### config.mk
export PLATFORM = sky130hd
export DESIGN_NAME = cp0_exc_ctrl
export DESIGN_NICKNAME = d
export VERILOG_FILES = /design/src/rtl/cp0_pkg.sv /design/src/rtl/cp0_decode.sv /design/src/rtl/cp0_exc_prio.sv /design/src/rtl/cp0_count.sv /design/src/rtl/cp0_exc_ctrl.sv
export SDC_FILE = /design/constraint.sdc
export NUM_CORES = 1
export LEC_CHECK = 0
export BUFFER_PORTS_ARGS = -buffer_cell sky130_fd_sc_hd__clkbuf_2
export CAP_MARGIN = 20
export CORE_ASPECT_RATIO = 0.5
export CORE_MARGIN = 1
export CORE_UTILIZATION = 50
export CTS_CLUSTER_DIAMETER = 100
export DETAILED_ROUTE_END_ITERATION = 8
export PLACE_DENSITY = 0.75
export SLEW_MARGIN = 0
export SYNTH_ARGS = -nofsm -noshare
export SYNTH_HDL_FRONTEND = slang
export SYNTH_SLANG_ARGS = --single-unit
### constraint.sdc
create_clock -name clk -period 2.85 [get_ports clk]
set_clock_uncertainty 0.1 [all_clocks]
set_input_delay 0.1425 -clock clk [delete_from_list [all_inputs] [get_ports clk]]
set_output_delay 0.1425 -clock clk [all_outputs]
set_load 0.1 [all_outputs]
### src/rtl/cp0_pkg.sv
package cp0_pkg;

  // COP0 register numbers (rd field)
  localparam logic [4:0] RN_COUNT    = 5'd9;
  localparam logic [4:0] RN_STATUS   = 5'd12;
  localparam logic [4:0] RN_CAUSE    = 5'd13;
  localparam logic [4:0] RN_EPC      = 5'd14;
  localparam logic [4:0] RN_ERROREPC = 5'd30;

  // Status bit positions
  localparam int ST_IE  = 0;
  localparam int ST_EXL = 1;
  localparam int ST_ERL = 2;
  localparam int ST_EIE = 16;
  localparam int ST_BEV = 22;

  // Cause layout
  localparam int CA_BD    = 31;
  localparam int CA_CODE0 = 2;

  // Exception codes
  localparam logic [4:0] EXC_ADEL = 5'd4;
  localparam logic [4:0] EXC_ADES = 5'd5;
  localparam logic [4:0] EXC_SYS  = 5'd8;
  localparam logic [4:0] EXC_OV   = 5'd12;

  // Fixed instruction words
  localparam logic [31:0] W_ERET = 32'h4200_0018;
  localparam logic [31:0] W_EI   = 32'h4200_0038;
  localparam logic [31:0] W_DI   = 32'h4200_0039;

  typedef enum logic [2:0] {
    OP_NONE, OP_MFC0, OP_MTC0, OP_ERET, OP_EI, OP_DI, OP_SYS
  } cp0_op_e;

endpackage

### src/rtl/cp0_decode.sv
module cp0_decode
  import cp0_pkg::*;
(
  input  logic        valid,
  input  logic [31:0] instr,
  output cp0_op_e     op,
  output logic [4:0]  reg_idx
);
  logic unused_rt;
  assign unused_rt = ^instr[20:16];
  assign reg_idx   = instr[15:11];

  always_comb begin
    op = OP_NONE;
    if (valid) begin
      if (instr == W_ERET)      op = OP_ERET;
      else if (instr == W_EI)   op = OP_EI;
      else if (instr == W_DI)   op = OP_DI;
      else if (instr[31:26] == 6'h10 && instr[10:0] == 11'd0 && instr[25:21] == 5'h00)
        op = OP_MFC0;
      else if (instr[31:26] == 6'h10 && instr[10:0] == 11'd0 && instr[25:21] == 5'h04)
        op = OP_MTC0;
      else if (instr[31:26] == 6'h00 && instr[5:0] == 6'h0C)
        op = OP_SYS;
    end
  end
endmodule

### src/rtl/cp0_exc_prio.sv
module cp0_exc_prio
  import cp0_pkg::*;
(
  input  logic       valid,
  input  logic       adel,
  input  logic       ades,
  input  logic       ovf,
  input  logic       sys,
  output logic       take,
  output logic [4:0] code
);
  always_comb begin
    take = valid & (adel | ades | ovf | sys);
    if (adel)      code = EXC_ADEL;
    else if (ades) code = EXC_ADES;
    else if (ovf)  code = EXC_OV;
    else           code = EXC_SYS;
  end
endmodule

### src/rtl/cp0_count.sv
module cp0_count #(
  parameter int W   = 32,
  parameter int DIV = 2
) (
  input  logic         clk,
  input  logic         rst,
  input  logic         load,
  input  logic [W-1:0] load_val,
  output logic [W-1:0] count
);
  logic tick;

  generate
    if (DIV > 1) begin : g_div
      localparam int PW = $clog2(DIV);
      logic [PW-1:0] phase;
      always_ff @(posedge clk) begin
        if (rst || load)                  phase <= '0;
        else if (phase == PW'(DIV - 1))   phase <= '0;
        else                              phase <= phase + 1'b1;
      end
      assign tick = (phase == PW'(DIV - 1));
    end else begin : g_nodiv
      assign tick = 1'b1;
    end
  endgenerate

  always_ff @(posedge clk) begin
    if (rst)       count <= '0;
    else if (load) count <= load_val;
    else if (tick) count <= count + 1'b1;
  end


  count_step_chk: assert property (@(posedge clk) disable iff (rst)
    !load |=> (count == $past(count)) || (count == W'($past(count) + 1'b1)));
endmodule

### src/rtl/cp0_exc_ctrl.sv
module cp0_exc_ctrl
  import cp0_pkg::*;
#(
  parameter int              DATA_W    = 32,
  parameter logic [31:0]     VEC_BOOT  = 32'hBFC0_0380,
  parameter logic [31:0]     VEC_NORM  = 32'h8000_0180,
  parameter int              COUNT_DIV = 2
) (
  input  logic              clk,
  input  logic              rst,
  input  logic              instr_valid,
  input  logic [31:0]       instr,
  input  logic [DATA_W-1:0] instr_pc,
  input  logic              in_delay_slot,
  input  logic [DATA_W-1:0] branch_pc,
  input  logic [DATA_W-1:0] rt_value,
  input  logic              ovf_trap,
  input  logic              addr_err_load,
  input  logic              addr_err_store,
  output logic              wb_block,
  output logic              redirect_valid,
  output logic [DATA_W-1:0] redirect_pc,
  output logic              rd_valid,
  output logic [DATA_W-1:0] rd_data,
  output logic              exc_level
);
  localparam logic [DATA_W-1:0] VB = DATA_W'(VEC_BOOT);
  localparam logic [DATA_W-1:0] VN = DATA_W'(VEC_NORM);

  cp0_op_e     op;
  logic [4:0]  reg_idx;
  logic        take;
  logic [4:0]  exc_code;
  logic [DATA_W-1:0] count_q;

  logic st_ie, st_exl, st_erl, st_eie, st_bev;
  logic ca_bd;
  logic [4:0] ca_code;
  logic [DATA_W-1:0] epc_q, errorepc_q;
  logic [DATA_W-1:0] status_word, cause_word, rd_mux;
  logic eret_go, count_load;

  cp0_decode u_dec (
    .valid   (instr_valid),
    .instr   (instr),
    .op      (op),
    .reg_idx (reg_idx)
  );

  cp0_exc_prio u_prio (
    .valid (instr_valid),
    .adel  (addr_err_load),
    .ades  (addr_err_store),
    .ovf   (ovf_trap),
    .sys   (op == OP_SYS),
    .take  (take),
    .code  (exc_code)
  );

  assign count_load = !take && op == OP_MTC0 && reg_idx == RN_COUNT;

  cp0_count #(.W(DATA_W), .DIV(COUNT_DIV)) u_cnt (
    .clk      (clk),
    .rst      (rst),
    .load     (count_load),
    .load_val (rt_value),
    .count    (count_q)
  );

  assign wb_block  = take;
  assign eret_go   = !take && op == OP_ERET;
  assign exc_level = st_exl | st_erl;

  always_comb begin
    status_word         = '0;
    status_word[ST_IE]  = st_ie;
    status_word[ST_EXL] = st_exl;
    status_word[ST_ERL] = st_erl;
    status_word[ST_EIE] = st_eie;
    status_word[ST_BEV] = st_bev;
    cause_word                      = '0;
    cause_word[CA_BD]               = ca_bd;
    cause_word[CA_CODE0 +: 5]       = ca_code;
    case (reg_idx)
      RN_COUNT:    rd_mux = count_q;
      RN_STATUS:   rd_mux = status_word;
      RN_CAUSE:    rd_mux = cause_word;
      RN_EPC:      rd_mux = epc_q;
      RN_ERROREPC: rd_mux = errorepc_q;
      default:     rd_mux = '0;
    endcase
  end

  always_ff @(posedge clk) begin
    if (rst) begin
      st_ie <= 1'b0; st_exl <= 1'b0; st_erl <= 1'b1;
      st_eie <= 1'b0; st_bev <= 1'b1;
      ca_bd <= 1'b0; ca_code <= '0;
      epc_q <= '0; errorepc_q <= '0;
      redirect_valid <= 1'b0; redirect_pc <= '0;
      rd_valid <= 1'b0; rd_data <= '0;
    end else begin
      redirect_valid <= 1'b0;
      rd_valid       <= 1'b0;
      if (take) begin
        ca_code <= exc_code;
        if (!st_exl) begin
          epc_q <= in_delay_slot ? branch_pc : instr_pc;
          ca_bd <= in_delay_slot;
        end
        st_exl         <= 1'b1;
        redirect_valid <= 1'b1;
        redirect_pc    <= st_bev ? VB : VN;
      end else begin
        case (op)
          OP_MFC0: begin
            rd_valid <= 1'b1;
            rd_data  <= rd_mux;
          end
          OP_MTC0: begin
            case (reg_idx)
              RN_STATUS: begin
                st_ie  <= rt_value[ST_IE];
                st_exl <= rt_value[ST_EXL];
                st_erl <= rt_value[ST_ERL];
                st_eie <= rt_value[ST_EIE];
                st_bev <= rt_value[ST_BEV];
              end
              RN_EPC:      epc_q      <= rt_value;
              RN_ERROREPC: errorepc_q <= rt_value;
              default: ;
            endcase
          end
          OP_ERET: begin
            redirect_valid <= 1'b1;
            if (st_erl) begin
              st_erl      <= 1'b0;
              redirect_pc <= errorepc_q;
            end else begin
              st_exl      <= 1'b0;
              redirect_pc <= epc_q;
            end
          end
          OP_EI: st_eie <= 1'b1;
          OP_DI: st_eie <= 1'b0;
          default: ;
        endcase
      end
    end
  end


  exc_entry_chk: assert property (@(posedge clk) disable iff (rst)
    take |=> st_exl && redirect_valid);


  exc_vector_chk: assert property (@(posedge clk) disable iff (rst)
    take |=> (redirect_pc == VB) || (redirect_pc == VN));


  epc_hold_chk: assert property (@(posedge clk) disable iff (rst)
    (take && st_exl) |=> $stable(epc_q) && $stable(ca_bd));


  eret_erl_chk: assert property (@(posedge clk) disable iff (rst)
    (eret_go && st_erl) |=> !st_erl && redirect_valid);


  eret_exl_chk: assert property (@(posedge clk) disable iff (rst)
    (eret_go && !st_erl) |=> !st_exl && redirect_valid);


  ovf_block_chk: assert property (@(posedge clk) disable iff (rst)
    (instr_valid && ovf_trap) |-> wb_block);


  adel_code_chk: assert property (@(posedge clk) disable iff (rst)
    (instr_valid && addr_err_load) |=> ca_code == EXC_ADEL);
endmodule

==> results.sh, run 1 <==
export IMPL_gp_congestion=0.929
export IMPL_fin_nets=1457
export IMPL_r2r_start="u_cnt.count[4]$_SDFFE_PP0P_"
export IMPL_fmax_mhz=365
export IMPL_ant_nets=0
export IMPL_max_cap_violations=0
export IMPL_grt_ovfl_total=0
export IMPL_grt_first_pass_wirelength_um=43200
export IMPL_cp_arrival_ns=2.50
export IMPL_fp_dieH_um=94.8
export IMPL_hp_class="input port to register"
export IMPL_die_area_sq_um=17800
export IMPL_cts_max_level=4
export IMPL_routed_wl_um=27100
export IMPL_wl_met3_um=2240
export IMPL_antenna_found_initial=0
export IMPL_core_sq_um=16600
export IMPL_die_x_um=188
export IMPL_grt_usage_pct=30.9
export IMPL_start_util_pct=51.9
export IMPL_area_growth_synth_to_final_pct=26.4
export IMPL_wire_per_inst_um=17.4
export IMPL_relSlewSlack_pct=42.9
export IMPL_yosysTopAreaCell="dfxtp_1"
export IMPL_tritoncts="yes"
export IMPL_cts_buffers=17
export IMPL_fin_tns_setup_ns=0
export IMPL_layout_common_cells="nand2_1, clkbuf_2, dfxtp_1"
export IMPL_cp_start_kind="input port"
export IMPL_wl_met2_um=12400
export IMPL_synth_seq_cells=172
export IMPL_first_pass_iters=6
export IMPL_whs_path_depth=2
export IMPL_avgViaCountPerCell=5.64
export IMPL_leakagePower_uw=0.00451
export IMPL_synthCells=1107
export IMPL_hold_path_end="st_exl$_SDFFE_PP0P_"
export IMPL_cts_root_buf="clkbuf_16"
export IMPL_drt_iter0_drc=738
export IMPL_remaining_drc_errors=0
export IMPL_r2r_end="u_cnt.count[27]$_SDFFE_PP0P_"
export IMPL_grt_pass1_vias=8470
export IMPL_wl_met1_um=12100
export IMPL_synthArstFlopShare_pct=0
export IMPL_slew_violations=0
export IMPL_period_needed_ns=2.74
export IMPL_ys_seq_area_share_pct=40.0
export IMPL_fin_cells=1560
export IMPL_path_clk_slew_ns=0.07
export IMPL_ff2ff_path_depth=7
export IMPL_dr_total_vias=8795
export IMPL_r2r_setup_slack_ns=0.51
export IMPL_cts_buffer_depth=2
export IMPL_synth_area_per_cell_sq_um=7.78
export IMPL_worst_pin_slew_ns=0.857
export IMPL_ys_types=58
export IMPL_post_route_period_util_pct=96.2
export IMPL_grt_max_degree=108
export IMPL_post_cts_buffers=0
export IMPL_rsz0062_at_grt="no"
export IMPL_status="finished, final reports clean"
export IMPL_min_from="instr_valid"
export IMPL_ir_worst_vdd_mv=0.480
export IMPL_io_buffers=202
export IMPL_synth_edf_count=0
export IMPL_hpwlAfterDp_um=18800
export IMPL_crit_type="input port to output port"
export IMPL_rows=33
export IMPL_ys_warn_count=0
export IMPL_antenna_cells=0
export IMPL_dp_slack_ns=-0.0296
export IMPL_clock_latency_ns=0.43
export IMPL_place_area_sq_um=9930
export IMPL_drive_above_1_share_pct=21.6
export IMPL_stdcell_area_sq_um=10900
export IMPL_cp_max_fo=29
export IMPL_clkSinkCount=172
export IMPL_synth_top_area_share_pct=40.0
export IMPL_top_layer_used="met4"
export IMPL_postCtsResizedCells=0
export IMPL_yosys_most_used_dff="dfxtp_1"
export IMPL_total_power_uw=5530
export IMPL_power_per_cell_area_nw_per_um2=508
export IMPL_syn_nets=1243
export IMPL_layout_commonest_cell="nand2_1"
export IMPL_setup_slack_ns=0.109
export IMPL_ys_top_cells_by_area="dfxtp_1, nand2_1, mux2i_1"
export IMPL_finalSetupViolCount=0
export IMPL_pin_count=203
export IMPL_syn_area_sq_um=8610
export IMPL_final_hold_viol_count=0
export IMPL_worst_setup_path_end_kind="output port"
export IMPL_dp_cells=1493
export IMPL_crit_required_ns=2.61
## cell families after synthesis
group,after synthesis,synth area share [%]
xor+xnor,32,3.25
simple gates,471,23.8
compound gates,258,17.7
mux,90,10.5
fa+ha+maj,1,0.145
buf+inv,83,4.56
flops,172,40.0
## worst max path at each step
stage,start,endpoint,slack [ns]
detailed placement,instr[19],redirect_pc[9]$_SDFFE_PP0P_,-0.03
CTS,addr_err_load,wb_block,0.11
finish,addr_err_load,wb_block,0.11
floorplan,instr[27],redirect_pc[9]$_SDFFE_PP0P_,0.38
global placement,instr[19],redirect_pc[9]$_SDFFE_PP0P_,0.01
global route,addr_err_load,wb_block,0.03
## per-layer routing
metal	up-vias	track usage, %
met5	-	0
met4	0	8.47
met3	31	6.76
met2	329	51.7
met1	4166	40.5
li1	4269	-
## state kept, by name (all words and copies together) (netlist names)
register / count
st_erl: 1
rd_valid: 1
rd_data: 32
st_bev: 1
ca_bd: 1
ca_code: 3
u_cnt.g_div.phase: 1
st_eie: 1
st_ie: 1
errorepc_q: 32
redirect_valid: 1
u_cnt.count: 32
epc_q: 32
redirect_pc: 32
st_exl: 1
## final cells by class
class | instances | area, sq um
Clock buffer | 22 | 464
Clock inverter | 9 | 135
Fill cell | 1469 | 5710
Inverter | 4 | 15.0
Multi-Input combinational cell | 852 | 4790
Sequential cell | 172 | 3440
Tap cell | 227 | 284
Timing Repair Buffer | 274 | 1750
## stage by stage
| step | hold WS, ns | utilization [%] |
|---|---|---|
| floorplan | 0.160 | - |
| global placement | 0.310 | 59.8 |
| detailed placement | 0.310 | 59.8 |
| CTS | 0.0326 | 65.6 |
| global route | 0.0586 | 65.6 |
| finish | 0.0413 | 65.6 |
## critical path, cell delays in order
cell,delay (ns)
dlygate4sd3_1,0.55
clkbuf_2,0.13
or3_1,0.54
o21ai_4,0.41
buf_4,0.36
inv_1,0.16
buf_12,0.19
## synthesized netlist by cell type (2+ instances only)
master and n:
inv_1 4, nand2_1 257, mux2i_1 86, nand3b_1 2, buf_4 8, buf_6 5, a21oi_1 128, buf_1 4
a222oi_1 7, nor3b_1 4, o21ai_1 2, buf_2 11, nor2b_1 2, and3_1 17, and2_1 3, or2_2 2
a211oi_1 28, nor4_1 5, nor2_1 113, or3_1 2, nand2b_1 2, clkbuf_1 51, xor2_1 19, nand4_1 13
mux2_2 4, o21ai_0 65, xnor2_1 13, a31oi_1 3, or4_4 2, dfxtp_1 172, a221o_1 4, nor4b_1 2
nor3_1 13, a211oi_2 6, and4_1 6, a2bb2oi_1 2, nand3_1 19
## where the power goes
group / switching [uW] / internal, uW
clock network: 981 / 1430
registers: 40.5 / 2460
logic: 399 / 229
## what timing repair did
action | 4_1_cts | 5_1_grt
hold buffers | 35 | 0
endpoints found under the hold margin | 70 | 0
endpoints found under the setup margin | 0 | 0
Power figures use the tool's default switching activity.
==> run 2, diff against run 1 <==
--- a/config.mk
+++ b/config.mk
@@ -5,13 +5,14 @@
 export SDC_FILE = /design/constraint.sdc
 export NUM_CORES = 1
 export LEC_CHECK = 0
-export BUFFER_PORTS_ARGS = -buffer_cell sky130_fd_sc_hd__clkbuf_2
 export CAP_MARGIN = 20
 export CORE_ASPECT_RATIO = 0.5
 export CORE_MARGIN = 1
 export CORE_UTILIZATION = 50
 export CTS_CLUSTER_DIAMETER = 100
 export DETAILED_ROUTE_END_ITERATION = 8
+export DONT_BUFFER_PORTS = 1
+export GPL_TIMING_DRIVEN = 0
 export PLACE_DENSITY = 0.75
 export SLEW_MARGIN = 0
 export SYNTH_ARGS = -nofsm -noshare
==> results.sh, run 2 (synthesis gave the netlist of run 1 again) <==
export IMPL_post_route_period_util_pct=97.7
export IMPL_cts_buffers=17
export IMPL_status="finished, final reports clean"
export IMPL_io_buffers=0
export IMPL_path_clk_slew_ns=0.07
export IMPL_cts_buffer_depth=2
export IMPL_worstPathCellList="nand4b_1 > nor2_1 > nand3_1 > o22ai_2 > clkbuf_1 > nand2_1 > a21oi_1"
export IMPL_wire_per_inst_um=20.8
export IMPL_grt_usage_pct=33.3
export IMPL_pwr_share_seq_pct=47.6
export IMPL_crit_family="simple AND/OR/NAND/NOR gates"
export IMPL_stdcell_area_sq_um=10300
export IMPL_setup_slack_ns=0.0664
export IMPL_r2r_end="redirect_pc[1]$_SDFFE_PP0P_"
export IMPL_grt_first_pass_wirelength_um=45500
export IMPL_worst_setup_path_end_kind="register"
export IMPL_die_x_um=188
export IMPL_r2r_start="st_erl$_SDFFE_PP1P_"
export IMPL_hpwlAfterDp_um=21200
export IMPL_grtUsageMet3_pct=8.25
export IMPL_max_stage_delay_ns=0.83
export IMPL_grt_pass1_vias=8238
export IMPL_gp_congestion=0.917
export IMPL_crit_slowest_cell="nor2_1"
export IMPL_routed_wl_um=30200
export IMPL_fin_nets=1345
export IMPL_whs_path_depth=4
export IMPL_pin_count=203
export IMPL_max_cap_violations=0
export IMPL_fmax_mhz=359
export IMPL_drive_above_1_share_pct=6.55
export IMPL_multi_input_area_sq_um=4790
export IMPL_antenna_found_initial=1
export IMPL_avgViaCountPerCell=6.11
export IMPL_cts_root_buf="clkbuf_16"
export IMPL_use_met1_pct=44.6
export IMPL_remaining_drc_errors=0
export IMPL_swShare_pct=27.4
export IMPL_rsz0062_at_grt="no"
export IMPL_r2r_setup_slack_ns=0.13
export IMPL_ant_nets=0
export IMPL_drt_iter0_drc=979
export IMPL_dp_slack_ns=-0.497
export IMPL_finalSetupViolCount=0
export IMPL_crit_required_ns=3.11
export IMPL_core_sq_um=16600
export IMPL_met2_usage_pct=52.1
export IMPL_fin_tns_setup_ns=0
export IMPL_relSlewSlack_pct=31.2
export IMPL_p_comb_share_pct=9.1
export IMPL_cp_arrival_ns=3.04
export IMPL_final_hold_viol_count=0
export IMPL_worst_pin_slew_ns=1.03
export IMPL_busiest_layer="met2"
export IMPL_hp_class="input port to register"
export IMPL_fill_cells=1482
export IMPL_layout_commonest_cell="nand2_1"
export IMPL_area_growth_synth_to_final_pct=20.0
export IMPL_place_area_sq_um=8890
export IMPL_slew_violations=0
export IMPL_fp_dieH_um=94.8
export IMPL_register_area_sq_um=3440
export IMPL_tritoncts="yes"
export IMPL_rows=33
export IMPL_die_area_sq_um=17800
export IMPL_power_per_cell_area_nw_per_um2=530
export IMPL_start_util_pct=51.9
export IMPL_first_pass_iters=7
export IMPL_p_sw_uw=1500
export IMPL_hold_path_end="epc_q[9]$_SDFFE_PP0P_"
export IMPL_ff2ff_path_depth=6
export IMPL_period_needed_ns=2.78
export IMPL_finalCoreUtilization_pct=62.2
export IMPL_grt_ovfl_total=0
export IMPL_clkSinkCount=172
export IMPL_min_from="instr_pc[9]"
export IMPL_pwr_share_clk_pct=43.3
export IMPL_grt_max_degree=17
export IMPL_clock_latency_ns=0.44
export IMPL_intPower_uw=3970
export IMPL_cp_max_fo=10
export IMPL_crit_buf_inv=1
export IMPL_layout_common_cells="nand2_1, dfxtp_1, a21oi_1"
export IMPL_crit_type="input port to register"
export IMPL_cp_start_kind="input port"
export IMPL_dr_total_vias=8860
export IMPL_ir_worst_vdd_mv=0.434
export IMPL_cts_max_level=4
export IMPL_leakagePower_uw=0.00381
## run 2: cell types whose count changed in the layout (fill, tap and decap cells not counted), sizes merged, moves of 2 or more
cell / delta
clkinvlp: +2
buf: -12
clkbuf: -152
dlygate4sd3: +47
clkinv: +3
## run 2: metrics by stage
stage               hold WS [ns]  total power, uW  std cells
floorplan                  0.160             2900       1107
global placement           0.163             3000       1334
detailed placement         0.165             3010       1334
CTS                      0.00559             5430       1448
global route              0.0420             5600       1449
finish                   0.00507             5470       1450
## run 2: worst max-delay path by stage
stage / from / end / slack [ns] / cells past startpoint
floorplan: instr[27] / redirect_pc[9]$_SDFFE_PP0P_ / 0.38 / 8
global placement: addr_err_load / redirect_pc[9]$_SDFFE_PP0P_ / -0.48 / 7
detailed placement: addr_err_load / redirect_pc[9]$_SDFFE_PP0P_ / -0.50 / 7
CTS: addr_err_load / wb_block / 0.04 / 5
global route: instr[11] / epc_q[19]$_SDFFE_PP0P_ / 0.01 / 7
finish: instr[11] / epc_q[14]$_SDFFE_PP0P_ / 0.07 / 7
## run 2: repair_timing
action                     CTS  global route
hold endpoints to repair   105             0
setup buffers                0             0
gates resized for setup      5             3
hold buffers                82             0
cloned                       0             0
setup endpoints to repair    7             4
## run 2: power by group through the flow
stage	registers [uW]	logic, uW	clock network [uW]
3_5_place_dp	2660	353	0
2_1_floorplan	2640	252	0
3_3_place_gp	2660	344	0
6_report	2610	496	2370
4_1_cts	2600	470	2350
5_1_grt	2610	529	2460
## run 2: worst register-to-register path: stages (launching register included)
cell,delay (ns)
dfxtp_1,0.31
clkbuf_1,0.59
clkbuf_1,0.80
mux2i_1,0.54
nor2_1,0.09
a21oi_1,0.13
nor2_1,0.05
## run 2: cell type report
type / instances / area share, %
timing repair buffer: 83 / 8.02
antenna: 1 / 0.0242
sequential: 172 / 33.3
clock inverter: 14 / 1.37
multi-input combinational: 852 / 46.3
tap: 227 / 2.75
inverter: 4 / 0.182
clock buffer: 18 / 4.25
buffer: 79 / 3.75
## run 2: routing by layer
layer | part of all wire (%) | wire [um]
met1 | 43 | 12900
met2 | 43 | 13000
met3 | 11 | 3390
met4 | 2.9 | 860
met5 | 0 | 0
==> run 3, diff against run 2 <==
--- a/config.mk
+++ b/config.mk
@@ -6,14 +6,16 @@
 export NUM_CORES = 1
 export LEC_CHECK = 0
 export CAP_MARGIN = 20
+export CELL_PAD_IN_SITES_DETAIL_PLACEMENT = 1
+export CELL_PAD_IN_SITES_GLOBAL_PLACEMENT = 2
 export CORE_ASPECT_RATIO = 0.5
 export CORE_MARGIN = 1
-export CORE_UTILIZATION = 50
+export CORE_UTILIZATION = 36
 export CTS_CLUSTER_DIAMETER = 100
 export DETAILED_ROUTE_END_ITERATION = 8
 export DONT_BUFFER_PORTS = 1
 export GPL_TIMING_DRIVEN = 0
-export PLACE_DENSITY = 0.75
+export PLACE_DENSITY = 0.89
 export SLEW_MARGIN = 0
 export SYNTH_ARGS = -nofsm -noshare
 export SYNTH_HDL_FRONTEND = slang
==> results.sh, run 3 (synthesis gave the netlist of run 1 again) <==
export IMPL_path_clk_slew_ns=0.07
export IMPL_area_growth_synth_to_final_pct=19.6
export IMPL_ff2ff_path_depth=6
export IMPL_wire_per_inst_um=22.6
export IMPL_crit_required_ns=2.61
export IMPL_grt_max_degree=17
export IMPL_status="complete, but fails checks"
export IMPL_io_buffers=0
export IMPL_rsz0062_at_grt="no"
export IMPL_worst_pin_slew_ns=1.11
export IMPL_grt_ovfl_total=0
export IMPL_finalSetupViolCount=0
export IMPL_fp_dieH_um=111
export IMPL_cp_arrival_ns=2.52
export IMPL_r2r_end="redirect_pc[16]$_SDFFE_PP0P_"
export IMPL_gp_congestion=0.882
export IMPL_leakagePower_uw=0.00375
export IMPL_tritoncts="yes"
export IMPL_dp_slack_ns=-0.730
export IMPL_die_x_um=221
export IMPL_grt_usage_pct=27.9
export IMPL_startpoint="st_erl$_SDFFE_PP1P_"
export IMPL_remaining_drc_errors=8
export IMPL_final_hold_viol_count=1
export IMPL_antenna_found_initial=1
export IMPL_fmax_mhz=362
export IMPL_crit_type="register to output port"
export IMPL_fin_cells=1515
export IMPL_hp_class="input port to register"
export IMPL_setup_slack_ns=0.0894
export IMPL_pin_count=203
export IMPL_worst_setup_path_end_kind="output port"
export IMPL_fin_tns_setup_ns=0
export IMPL_power_per_cell_area_nw_per_um2=529
export IMPL_violations="design-rule violations, negative hold slack"
export IMPL_fin_nets=1330
export IMPL_slew_violations=0
export IMPL_core_sq_um=23100
export IMPL_total_power_uw=5450
export IMPL_whs_path_depth=4
export IMPL_cp_start_kind="register"
export IMPL_max_cap_violations=0
export IMPL_start_util_pct=37.2
export IMPL_grt_first_pass_wirelength_um=51700
export IMPL_drt_iter0_drc=697
export IMPL_r2r_start="st_erl$_SDFFE_PP1P_"
export IMPL_clkSinkCount=172
export IMPL_dr_total_vias=8711
export IMPL_relSlewSlack_pct=26.2
export IMPL_dp_cells=1414
export IMPL_rows=39
export IMPL_cts_max_level=4
export IMPL_layout_common_cells="nand2_1, dfxtp_1, a21oi_1"
export IMPL_grt_pass1_vias=8946
export IMPL_die_area_sq_um=24600
export IMPL_hold_path_end="epc_q[8]$_SDFFE_PP0P_"
export IMPL_ir_worst_vdd_mv=0.423
export IMPL_holdWs_ns=-0.0163
export IMPL_avgViaCountPerCell=5.75
export IMPL_layout_commonest_cell="nand2_1"
export IMPL_hpwlAfterDp_um=25000
export IMPL_drive_above_1_share_pct=7.13
export IMPL_post_route_period_util_pct=96.9
export IMPL_period_needed_ns=2.76
export IMPL_min_from="instr_pc[8]"
export IMPL_routed_wl_um=34200
export IMPL_ant_nets=0
export IMPL_r2r_setup_slack_ns=0.11
export IMPL_cts_root_buf="clkbuf_16"
export IMPL_first_pass_iters=7
export IMPL_cts_buffer_depth=2
export IMPL_clock_latency_ns=0.44
export IMPL_cts_buffers=17
export IMPL_cp_max_fo=10
[run 3: cell types whose count changed in the layout (fill, tap and decap cells not counted), moves of 2 or more]
| cell | delta |
|---|---|
| inv_6 | -4 |
| clkbuf_8 | +2 |
| buf_4 | +3 |
| dlygate4sd3_1 | -18 |
[run 3: where the power goes]
part | switching, uW | total (uW) | leakage [uW] | internal (uW)
sequential | 152 | 2610 | 0.00139 | 2460
combinational | 299 | 479 | 0.00207 | 180
clock | 1000 | 2360 | 0.000289 | 1360
[run 3: critical path, stage by stage, from the launching register on]
cell,delay (ns)
dfxtp_1,0.31
clkbuf_1,0.60
clkdlybuf4s15_2,0.61
or2_2,0.54
[run 3: final cells by class]
type                       count  area, sq um
inverter                       4         18.8
fill                        2863        12800
clock inverter                11          118
buffer                        79          389
tap                          307          384
clock buffer                  21          470
sequential                   172         3440
multi-input combinational    852         4800
antenna                        1         2.50
timing repair buffer          68          668
[run 3: worst max path at each step]
stage               slack, ns  cells after the start                           end
finish                   0.09                      3                     exc_level
global route             0.02                      6  redirect_pc[16]$_SDFFE_PP0P_
CTS                      0.03                      7       rd_data[2]$_SDFFE_PP0P_
detailed placement      -0.73                      7   redirect_pc[9]$_SDFFE_PP0P_
global placement        -0.71                      7   redirect_pc[9]$_SDFFE_PP0P_
floorplan                0.38                      8   redirect_pc[9]$_SDFFE_PP0P_
[run 3: repair_timing]
action | 4_1_cts | 5_1_grt
setup buffers | 0 | 3
cloned | 0 | 0
hold buffers | 63 | 1
setup endpoints to repair | 8 | 16
endpoints found under the hold margin | 105 | 1
gates resized for setup | 7 | 7
pin swaps | 0 | 1
[run 3: per-layer routing]
layer | GRT usage (%) | part of all wire (%) | routed length [um] | up-vias
li1 | - | - | - | 4023
met1 | 38.0 | 46 | 15800 | 4367
met2 | 43.3 | 45 | 15400 | 276
met3 | 6.75 | 6.6 | 2260 | 45
met4 | 8.72 | 2.3 | 783 | 0
met5 | 0 | 0 | 0 | -
[run 3: metrics by stage]
| step | cell area [sq um] | utilization [%] |
|---|---|---|
| finish | 10300 | 44.5 |
| CTS | 10200 | 44.2 |
| floorplan | 8610 | - |
| detailed placement | 8990 | 38.9 |
| global placement | 8990 | 38.9 |
| global route | 10300 | 44.5 |
